### src/rtl/scl_gen_pkg.sv
package scl_gen_pkg;
  typedef enum logic [1:0] {
    PH_IDLE = 2'd0,
    PH_LOW  = 2'd1,
    PH_WAIT = 2'd2,
    PH_HIGH = 2'd3
  } phase_e;

  // count-clock cycles of sync/filter overhead added to every phase
  localparam int OVH_BYPASS = 4;
  localparam int OVH_DIV    = 3;
endpackage

### src/rtl/scl_clk_sel.sv
module scl_clk_sel #(
  parameter int SEL_W   = 3,
  parameter int MAX_SEL = 6
) (
  input  logic             clk,
  input  logic             rst_n,
  input  logic             en,
  input  logic             mode_wr,
  input  logic             mode_unlock,
  input  logic [SEL_W-1:0] mode_sel,
  output logic             cc_tick,
  output logic             bypass
);
  localparam int PRE_W = (MAX_SEL > 0) ? MAX_SEL : 1;

  logic [SEL_W-1:0] sel_q;
  logic [SEL_W-1:0] sel_eff;
  logic [PRE_W-1:0] pre_q;
  logic [PRE_W-1:0] lim;

  always_ff @(posedge clk or negedge rst_n) begin
    if (!rst_n)
      sel_q <= '0;
    else if (mode_wr && mode_unlock)
      sel_q <= mode_sel;
  end

  always_comb begin
    sel_eff = (sel_q > SEL_W'(MAX_SEL)) ? SEL_W'(MAX_SEL) : sel_q;
    lim     = PRE_W'((32'd1 << sel_eff) - 32'd1);
    cc_tick = en && (pre_q >= lim);
    bypass  = (sel_eff == '0);
  end

  always_ff @(posedge clk or negedge rst_n) begin
    if (!rst_n)
      pre_q <= '0;
    else if (!en)
      pre_q <= '0;
    else if (cc_tick)
      pre_q <= '0;
    else
      pre_q <= pre_q + PRE_W'(1);
  end

  AST_PRE_HELD_ZERO: assert property (@(posedge clk) disable iff (!rst_n)
    !en |=> (pre_q == '0));
  AST_DIV_TICK_SPACING: assert property (@(posedge clk) disable iff (!rst_n)
    (en && $past(en) && cc_tick && !bypass) |-> !$past(cc_tick));
  AST_SEL_LOCKED: assert property (@(posedge clk) disable iff (!rst_n)
    !(mode_wr && mode_unlock) |=> $stable(sel_q));
endmodule

### src/rtl/scl_in_filter.sv
module scl_in_filter #(
  parameter int STAGES = 2
) (
  input  logic clk,
  input  logic rst_n,
  input  logic scl_raw,
  output logic scl_filt
);
  logic [STAGES-1:0] chain_q;
  logic              synced;
  logic              last_q;
  logic              filt_q;

  for (genvar g = 0; g < STAGES; g++) begin : g_sync
    always_ff @(posedge clk or negedge rst_n) begin
      if (!rst_n)
        chain_q[g] <= 1'b1;
      else if (g == 0)
        chain_q[g] <= scl_raw;
      else
        chain_q[g] <= chain_q[(g > 0) ? g - 1 : 0];
    end
  end

  assign synced = chain_q[STAGES-1];

  always_ff @(posedge clk or negedge rst_n) begin
    if (!rst_n) begin
      last_q <= 1'b1;
      filt_q <= 1'b1;
    end else begin
      last_q <= synced;
      if (synced == last_q)
        filt_q <= synced;
    end
  end

  assign scl_filt = filt_q;

  AST_FILT_RISE_AGREED: assert property (@(posedge clk) disable iff (!rst_n)
    $rose(filt_q) |-> ($past(synced, 1) && $past(synced, 2)));
  AST_FILT_FALL_AGREED: assert property (@(posedge clk) disable iff (!rst_n)
    $fell(filt_q) |-> (!$past(synced, 1) && !$past(synced, 2)));
endmodule

### src/rtl/scl_phase_timer.sv
module scl_phase_timer
  import scl_gen_pkg::*;
#(
  parameter int CNT_W = 5
) (
  input  logic             clk,
  input  logic             rst_n,
  input  logic             en,
  input  logic             cc_tick,
  input  logic             bypass,
  input  logic [CNT_W-1:0] low_field,
  input  logic [CNT_W-1:0] high_field,
  input  logic             scl_filt,
  output logic             drive_low,
  output logic             low_end,
  output logic             high_end
);
  localparam int LEN_W = CNT_W + 1;

  phase_e           st_q;
  logic [LEN_W-1:0] cnt_q;
  logic [CNT_W-1:0] field [2];
  logic [LEN_W-1:0] plen  [2];
  logic [LEN_W-1:0] cur_len;
  logic             last;

  assign field[0] = low_field;
  assign field[1] = high_field;

  for (genvar p = 0; p < 2; p++) begin : g_len
    always_comb begin
      plen[p] = LEN_W'((field[p] == '0) ? CNT_W'(1) : field[p])
              + (bypass ? LEN_W'(OVH_BYPASS) : LEN_W'(OVH_DIV));
    end
  end

  always_comb begin
    cur_len   = (st_q == PH_LOW) ? plen[0] : plen[1];
    last      = (cnt_q == cur_len - LEN_W'(1));
    drive_low = (st_q == PH_LOW);
    low_end   = (st_q == PH_LOW)  && cc_tick && last;
    high_end  = (st_q == PH_HIGH) && cc_tick && last;
  end

  always_ff @(posedge clk or negedge rst_n) begin
    if (!rst_n) begin
      st_q  <= PH_IDLE;
      cnt_q <= '0;
    end else if (!en) begin
      st_q  <= PH_IDLE;
      cnt_q <= '0;
    end else begin
      unique case (st_q)
        PH_IDLE: begin
          st_q  <= PH_LOW;
          cnt_q <= '0;
        end
        PH_LOW: if (cc_tick) begin
          if (last) begin
            st_q  <= PH_WAIT;
            cnt_q <= '0;
          end else
            cnt_q <= cnt_q + LEN_W'(1);
        end
        PH_WAIT: if (scl_filt) begin
          st_q  <= PH_HIGH;
          cnt_q <= '0;
        end
        PH_HIGH: if (cc_tick) begin
          if (last) begin
            st_q  <= PH_LOW;
            cnt_q <= '0;
          end else
            cnt_q <= cnt_q + LEN_W'(1);
        end
        default: st_q <= PH_IDLE;
      endcase
    end
  end

  AST_RELEASE_WHEN_OFF: assert property (@(posedge clk) disable iff (!rst_n)
    !en |=> !drive_low);
  AST_HIGH_NEEDS_LINE: assert property (@(posedge clk) disable iff (!rst_n)
    $rose(st_q == PH_HIGH) |-> $past(scl_filt));
  AST_LOW_MIN_LEN: assert property (@(posedge clk) disable iff (!rst_n)
    ($fell(drive_low) && $past(low_end)) |->
      ($past(drive_low, 2) && $past(drive_low, 3) && $past(drive_low, 4)));
endmodule

### src/rtl/scl_rate_gen.sv
module scl_rate_gen #(
  parameter int SEL_W       = 3,
  parameter int MAX_SEL     = 6,
  parameter int CNT_W       = 5,
  parameter int SYNC_STAGES = 2
) (
  input  logic             clk,
  input  logic             rst_n,
  input  logic             gen_en,
  input  logic             mode_wr,
  input  logic             mode_unlock,
  input  logic [SEL_W-1:0] mode_sel,
  input  logic [CNT_W-1:0] low_count,
  input  logic [CNT_W-1:0] high_count,
  input  logic             scl_in,
  output logic             scl_drive_low,
  output logic             tick_low_end,
  output logic             tick_high_end
);
  logic cc_tick;
  logic bypass;
  logic scl_filt;

  scl_clk_sel #(.SEL_W(SEL_W), .MAX_SEL(MAX_SEL)) u_clk_sel (
    .clk         (clk),
    .rst_n       (rst_n),
    .en          (gen_en),
    .mode_wr     (mode_wr),
    .mode_unlock (mode_unlock),
    .mode_sel    (mode_sel),
    .cc_tick     (cc_tick),
    .bypass      (bypass)
  );

  scl_in_filter #(.STAGES(SYNC_STAGES)) u_in_filter (
    .clk      (clk),
    .rst_n    (rst_n),
    .scl_raw  (scl_in),
    .scl_filt (scl_filt)
  );

  scl_phase_timer #(.CNT_W(CNT_W)) u_phase (
    .clk        (clk),
    .rst_n      (rst_n),
    .en         (gen_en),
    .cc_tick    (cc_tick),
    .bypass     (bypass),
    .low_field  (low_count),
    .high_field (high_count),
    .scl_filt   (scl_filt),
    .drive_low  (scl_drive_low),
    .low_end    (tick_low_end),
    .high_end   (tick_high_end)
  );

  AST_NO_TICK_RESET: assert property (@(posedge clk)
    !rst_n |-> (!scl_drive_low && !tick_low_end && !tick_high_end));
endmodule

### config.mk
export PLATFORM = sky130hd
export DESIGN_NAME = scl_rate_gen
export DESIGN_NICKNAME = d
export VERILOG_FILES = /design/src/rtl/scl_gen_pkg.sv /design/src/rtl/scl_clk_sel.sv /design/src/rtl/scl_in_filter.sv /design/src/rtl/scl_phase_timer.sv /design/src/rtl/scl_rate_gen.sv
export SDC_FILE = /design/constraint.sdc
export NUM_CORES = 1
export LEC_CHECK = 0
export ABC_AREA = 1
export CORE_UTILIZATION = 60
export CTS_BUF_LIST = sky130_fd_sc_hd__clkbuf_16
export DETAILED_ROUTE_END_ITERATION = 10
export GPL_ROUTABILITY_DRIVEN = 0
export PLACE_DENSITY = 0.85
export SYNTH_ARGS = -nofsm -noshare
export SYNTH_HDL_FRONTEND = slang
export SYNTH_HIERARCHICAL = 1
export SYNTH_SLANG_ARGS = --single-unit
### constraint.sdc
create_clock -name clk -period 7.7 [get_ports clk]
set_input_delay 1.155 -clock clk [delete_from_list [all_inputs] [get_ports clk]]
set_output_delay 1.155 -clock clk [all_outputs]
set_load 0.02 [all_outputs]
# --- Word-level counts from Yosys, hierarchy flattened ---
# Index checks and enable logic that the tools add are counted.
word_totals:
  inputBits: 19
  elab_cells: 60
  reg_bits: 21
op_classes:
  n_shift: 1
  n_eq_ne: 11
  muxes: 19
  addsub: 6
  reduce_logical: 13
  n_lt_le_gt_ge: 2
op_table:
  columns: ["cell", "count"]
  rows:
  - ["6-bit two-way mux", 7]
  - ["6-bit case mux with 3 select lines", 1]
  - ["3-bit by 2-bit inequality test with 1-bit output, second input constant", 5]
  - ["6-bit by 1-bit adder with 6-bit output, second input constant", 2]
  - ["2-bit two-way mux", 6]
  - ["6-bit by 1-bit subtractor with 6-bit output, second input constant", 2]
  - ["5-bit zero test", 2]
  - ["5-bit two-way mux", 2]
  - ["2-bit case mux with 4 select lines", 1]
  - ["6-bit by 3-bit adder with 6-bit output", 1]
  - ["6-bit adder", 1]
  - ["6-bit equality test", 1]
  - ["6-bit >= comparator", 1]
  - ["1-bit logical AND", 6]
  - ["3-bit two-way mux", 2]
  - ["1-bit by 3-bit left shift with 6-bit output, first input constant", 1]
  - ["5-bit AND reduction", 1]
  - ["2-bit equality test, second input constant", 2]
  - ["3-bit > comparator, second input constant", 1]
  - ["3-bit zero test", 1]
  - ["3-bit inequality test, second input constant", 1]
  - ["2-bit by 1-bit equality test with 1-bit output, second input constant", 1]
  - ["2-bit zero test", 1]
  - ["2-bit AND reduction", 1]
  - ["other kinds (2)", 2]

# --- Logic depth before layout (Yosys ltp) ---
logic_depth:
  depth_word: 12
  depth_mapped: 26
  ltp_nobuf: 25

# --- By module ---
# Netlist, hierarchy kept.
modules_own_cells:
  columns: ["module", "area_per_inst_um2", "cells_per_inst", "seq_area_each_um2", "n_inst"]
  rows:
  - ["scl_phase_timer", 1098.6, 162, 200.2, 1]
  - ["scl_clk_sel", 568.0, 68, 225.2, 1]
  - ["scl_in_filter", 121.4, 8, 105.1, 1]

# --- Worst setup path before layout ---
# No wires, ideal clock.
synth_timing:
  path_kind: "input-to-output"
  from: "input low_count[1]"
  to: "output tick_low_end"
  setup_slack_ns: 2.838
  path_buffers: 0
  required_time_ns: 6.545
  t_arrival_ns: 3.707
  stages: 15
  path_cell_list: "o41ai_1 o31ai_1 inv_1 ha_1 inv_1 fa_1 ha_1 xnor2_1 a21oi_1 nand2_1 nor2_1 nand2_1 nor2_2 nand2_4 nor3_1"
synth_between:
  elab_chain_len: 7
synth_rtl:
  columns: ["element", "line", "rtl"]
  rows:
  - ["start, declared", "scl_rate_gen.sv:13", "input logic [CNT_W-1:0] low_count,"]
  - ["5-bit zero test", "scl_phase_timer.sv:32", "plen[p] = LEN_W'((field[p] == '0) ? CNT_W'(1) : field[p])"]
  - ["5-bit two-way mux *", "scl_phase_timer.sv:32", null]
  - ["6-bit by 3-bit adder with 6-bit output *", "scl_phase_timer.sv:33", "+ (bypass ? LEN_W'(OVH_BYPASS) : LEN_W'(OVH_DIV));"]
  - ["6-bit two-way mux *", "scl_phase_timer.sv:38", "cur_len = (st_q == PH_LOW) ? plen[0] : plen[1];"]
  - ["6-bit by 1-bit subtractor with 6-bit output *", "scl_phase_timer.sv:39", "last = (cnt_q == cur_len - LEN_W'(1));"]
  - ["6-bit equality test *", "scl_phase_timer.sv:39", null]
  - ["1-bit logical AND *", "scl_phase_timer.sv:41", "low_end = (st_q == PH_LOW) && cc_tick && last;"]
  - ["end, declared", "scl_rate_gen.sv:17", "output logic tick_low_end,"]
# Every way passes the cells marked *; elsewhere a longest branch is shown, timed or not.

# --- Worst setup path in the final report ---
# Ends and elaborated chain as after synthesis.

==> impl_metrics.ini <==
[floorplanning]
fp.dieH_um = 56.6
initial_core_util = 0.643
ioPinCount = 22
num_rows = 19
die_w_um = 56.6
coreArea_um2 = 2780
die-area_um2 = 3200

[pwr]
leakagePower_nw = 1.02
power_mw = 0.593
ir_drop_mv = 0.298
power_density_nw_per_um2 = 281

[clock_network]
cts_buffer_depth = 2
holdBufCountCts = 0
cts_tree = yes
clkTransAtPathRegs_ns = 0.06
post_cts_buffers = 0
cts-root-buf = clkbuf_16
cts.htree.levels = 1
clock_sinks = 21
cts_resized = 0
cts-buffers-inserted = 3
clock_latency_ns = 0.26

[placement]
dp_hpwl_mm = 2.74
numPortBuffers = 21
pre_cts_slack_ns = 1.90

[global_route]
grt_pass1_vias = 1417
grt_remaining_overflow = 0
antenna_found_initial = 0
grt_use_total = 0.232
grt_pass1_wl_mm = 5.79
grt_start_max_net_pins = 22

[synthesis]
synth_xor_area_frac = 0.0294
synth-adder-area-share = 0.116
yosysSeqAreaShare = 0.297
yosys_warnings = 6
syn_inst = 238
synth.distinct_cells = 33
yosys.area_share.simple = 0.370
synth_top_family_by_area = simple AND/OR/NAND/NOR gates
async_flop_share = 1.00
synth_compound_area_frac = 0.0840
synth_seq_cells = 21
syn_avg_cell_area_um2 = 7.51
synth_ff_type = dfrtp_1
synth_edf_count = 0
syn-cell-area_um2 = 1790
synth_fp_nets = 273
synth_mux_area_frac = 0.0126

[layout]
drive_gt1_frac = 0.160
n_fill_cell = 196
final_util = 0.758
fin_nets = 298
area_growth_syn_to_layout_pct = 17.9
multi_input_area_um2 = 1090
antenna_cells = 0
seqCellArea_um2 = 531

[setup_path]
crit_path_start_kind = primary input
crit_arrival_ns = 4.68
crit_fanout = 5
path_delay_family = buffers and inverters
crit_path_cell_trace = clkdlybuf4s50_1 > o41ai_1 > o31ai_1 > inv_1 > ha_1 > inv_1 > fa_1 > ha_1 > xnor2_1 > a21oi_1 > nand2_1 > nor2_1 > nand2_1 > nor2_2 > nand2_4 > nor3_1 > clkdlybuf4s50_1
crit_path_max_incr_delay_ns = 0.64
worstSetupPathType = in -> out
cp_slowest_cell = clkdlybuf4s50_1
cp.buffers_inverters = 4
required_ns = 6.55
cp-end-kind = primary output

[sta]
rsz0062_at_grt = false
relSlewSlack = 0.387
finalSetupTns_ns = 0
fin_crit_ns = 5.84
fin_ws_ns = 1.86
holdWs_ns = 0.360
worst_slew_pin_slew_ns = 0.917
period_share = 0.758
drv_slew = 0
clock.fmax_ghz = 0.171
final_hold_viol_count = 0
finClkSkew_ns = 0.00331
setup_viol = 0

[drt]
vias = 1566
drtIter0Drc = 56
antenna_violating_nets_post_route = 0
drcViolationCount = 0
wl_per_cell_um = 11.9
drt-pass1-iter-count = 4
routed_wl_mm = 3.48
via_per_inst = 5.34

[status]
outcome = finished, final reports clean

[worst_hold_path]
hold_class = reg -> reg

[run]
maxCapViolCount = 0
final timing paths:
| kind | startpoint | depth (start not counted) | slack (ns) | endpoint |
|---|---|---|---|---|
| worst max-delay path | low_count[1] | 17 | 1.86 | tick_low_end |
| worst min-delay path | u_in_filter/chain_q[0] | 0 | 0.36 | u_in_filter/synced |
| worst max register to register | u_phase/st_q[1] | 22 | 4.17 | u_phase/st_q[0] |
| worst min register to register | u_in_filter/chain_q[0] | 0 | 0.36 | u_in_filter/synced |
| max in group asynchronous | rst_n | 1 | 5.72 | u_phase/cnt_q[3] |
| min in group asynchronous | rst_n | 1 | 1.41 | u_clk_sel/pre_q[4] |
Yosys cell counts (3+ instances only):
library cell | n | area [um2]
nand2_1 | 60 | 225
inv_1 | 37 | 139
nor2_1 | 20 | 75.1
dfrtp_1 | 17 | 425
nand3_1 | 17 | 85.1
ha_1 | 15 | 188
nand2_2 | 10 | 62.6
a21oi_1 | 9 | 45.0
nand2_4 | 7 | 78.8
nor2_2 | 5 | 31.3
dfstp_2 | 4 | 105
xor2_1 | 4 | 35.0
nand3_2 | 3 | 30.0
o21ai_0 | 3 | 15.0
o21ai_1 | 3 | 15.0
cell families after synthesis:
logic type | count (synthesis)
simple gates | 130
buf+inv | 40
compound gates | 23
flops | 21
fa+ha+maj | 16
xor+xnor | 6
mux | 2
layout make-up:
| type | instances | area share |
|---|---|---|
| repair buffers | 21 | 0.0997 |
| flip-flops and latches | 21 | 0.252 |
| well taps | 31 | 0.0184 |
| clock inverters | 1 | 0.00356 |
| clock buffers | 3 | 0.0356 |
| inverters | 39 | 0.0718 |
| multi-input cells | 177 | 0.519 |
registers in the layout, indices dropped and copies added, names as in the netlist:
register and flops:
u_in_filter/last_q 1, u_in_filter/chain_q 1, u_phase/cnt_q 6, u_in_filter/scl_filt 1, u_phase/st_q 2, u_in_filter/synced 1
u_clk_sel/sel_q 3, u_clk_sel/pre_q 6
where the power goes:
group	internal, mW	switching [mW]	leakage [nW]
sequential	0.124	0.0149	0.267
clock	0.0703	0.0420	0.0371
combinational	0.131	0.211	0.713
routing by layer:
layer | up-vias | GRT usage | routed length, um
li1 | 805 | - | -
met1 | 718 | 0.290 | 1600
met5 | - | 0 | 0
met4 | 0 | 0.101 | 69
met2 | 37 | 0.392 | 1620
met3 | 6 | 0.0392 | 184
per-stage QoR:
stage	cells	cell area (um2)
floorplan	238	1790
global placement	289	2030
detailed placement	289	2030
CTS	293	2110
global route	293	2110
finish	293	2110
placed cells by master (no fill, tap or decap), drive strengths merged:
master	count
xor2	4
clkbuf	3
nand3	22
dfrtp	17
a31oi	1
a21oi	11
nand3b	1
inv	39
o22ai	2
clkinvlp	1
fa	1
xnor2	2
clkdlybuf4s50	21
nand4	2
nor4	1
nor3b	1
a21boi	1
o21ai	6
o41ai	1
ha	15
dfstp	4
o31ai	1
nor3	1
mux2	2
nand2	77
nor2	25
Note: power is estimated with default switching activity, not from simulation.
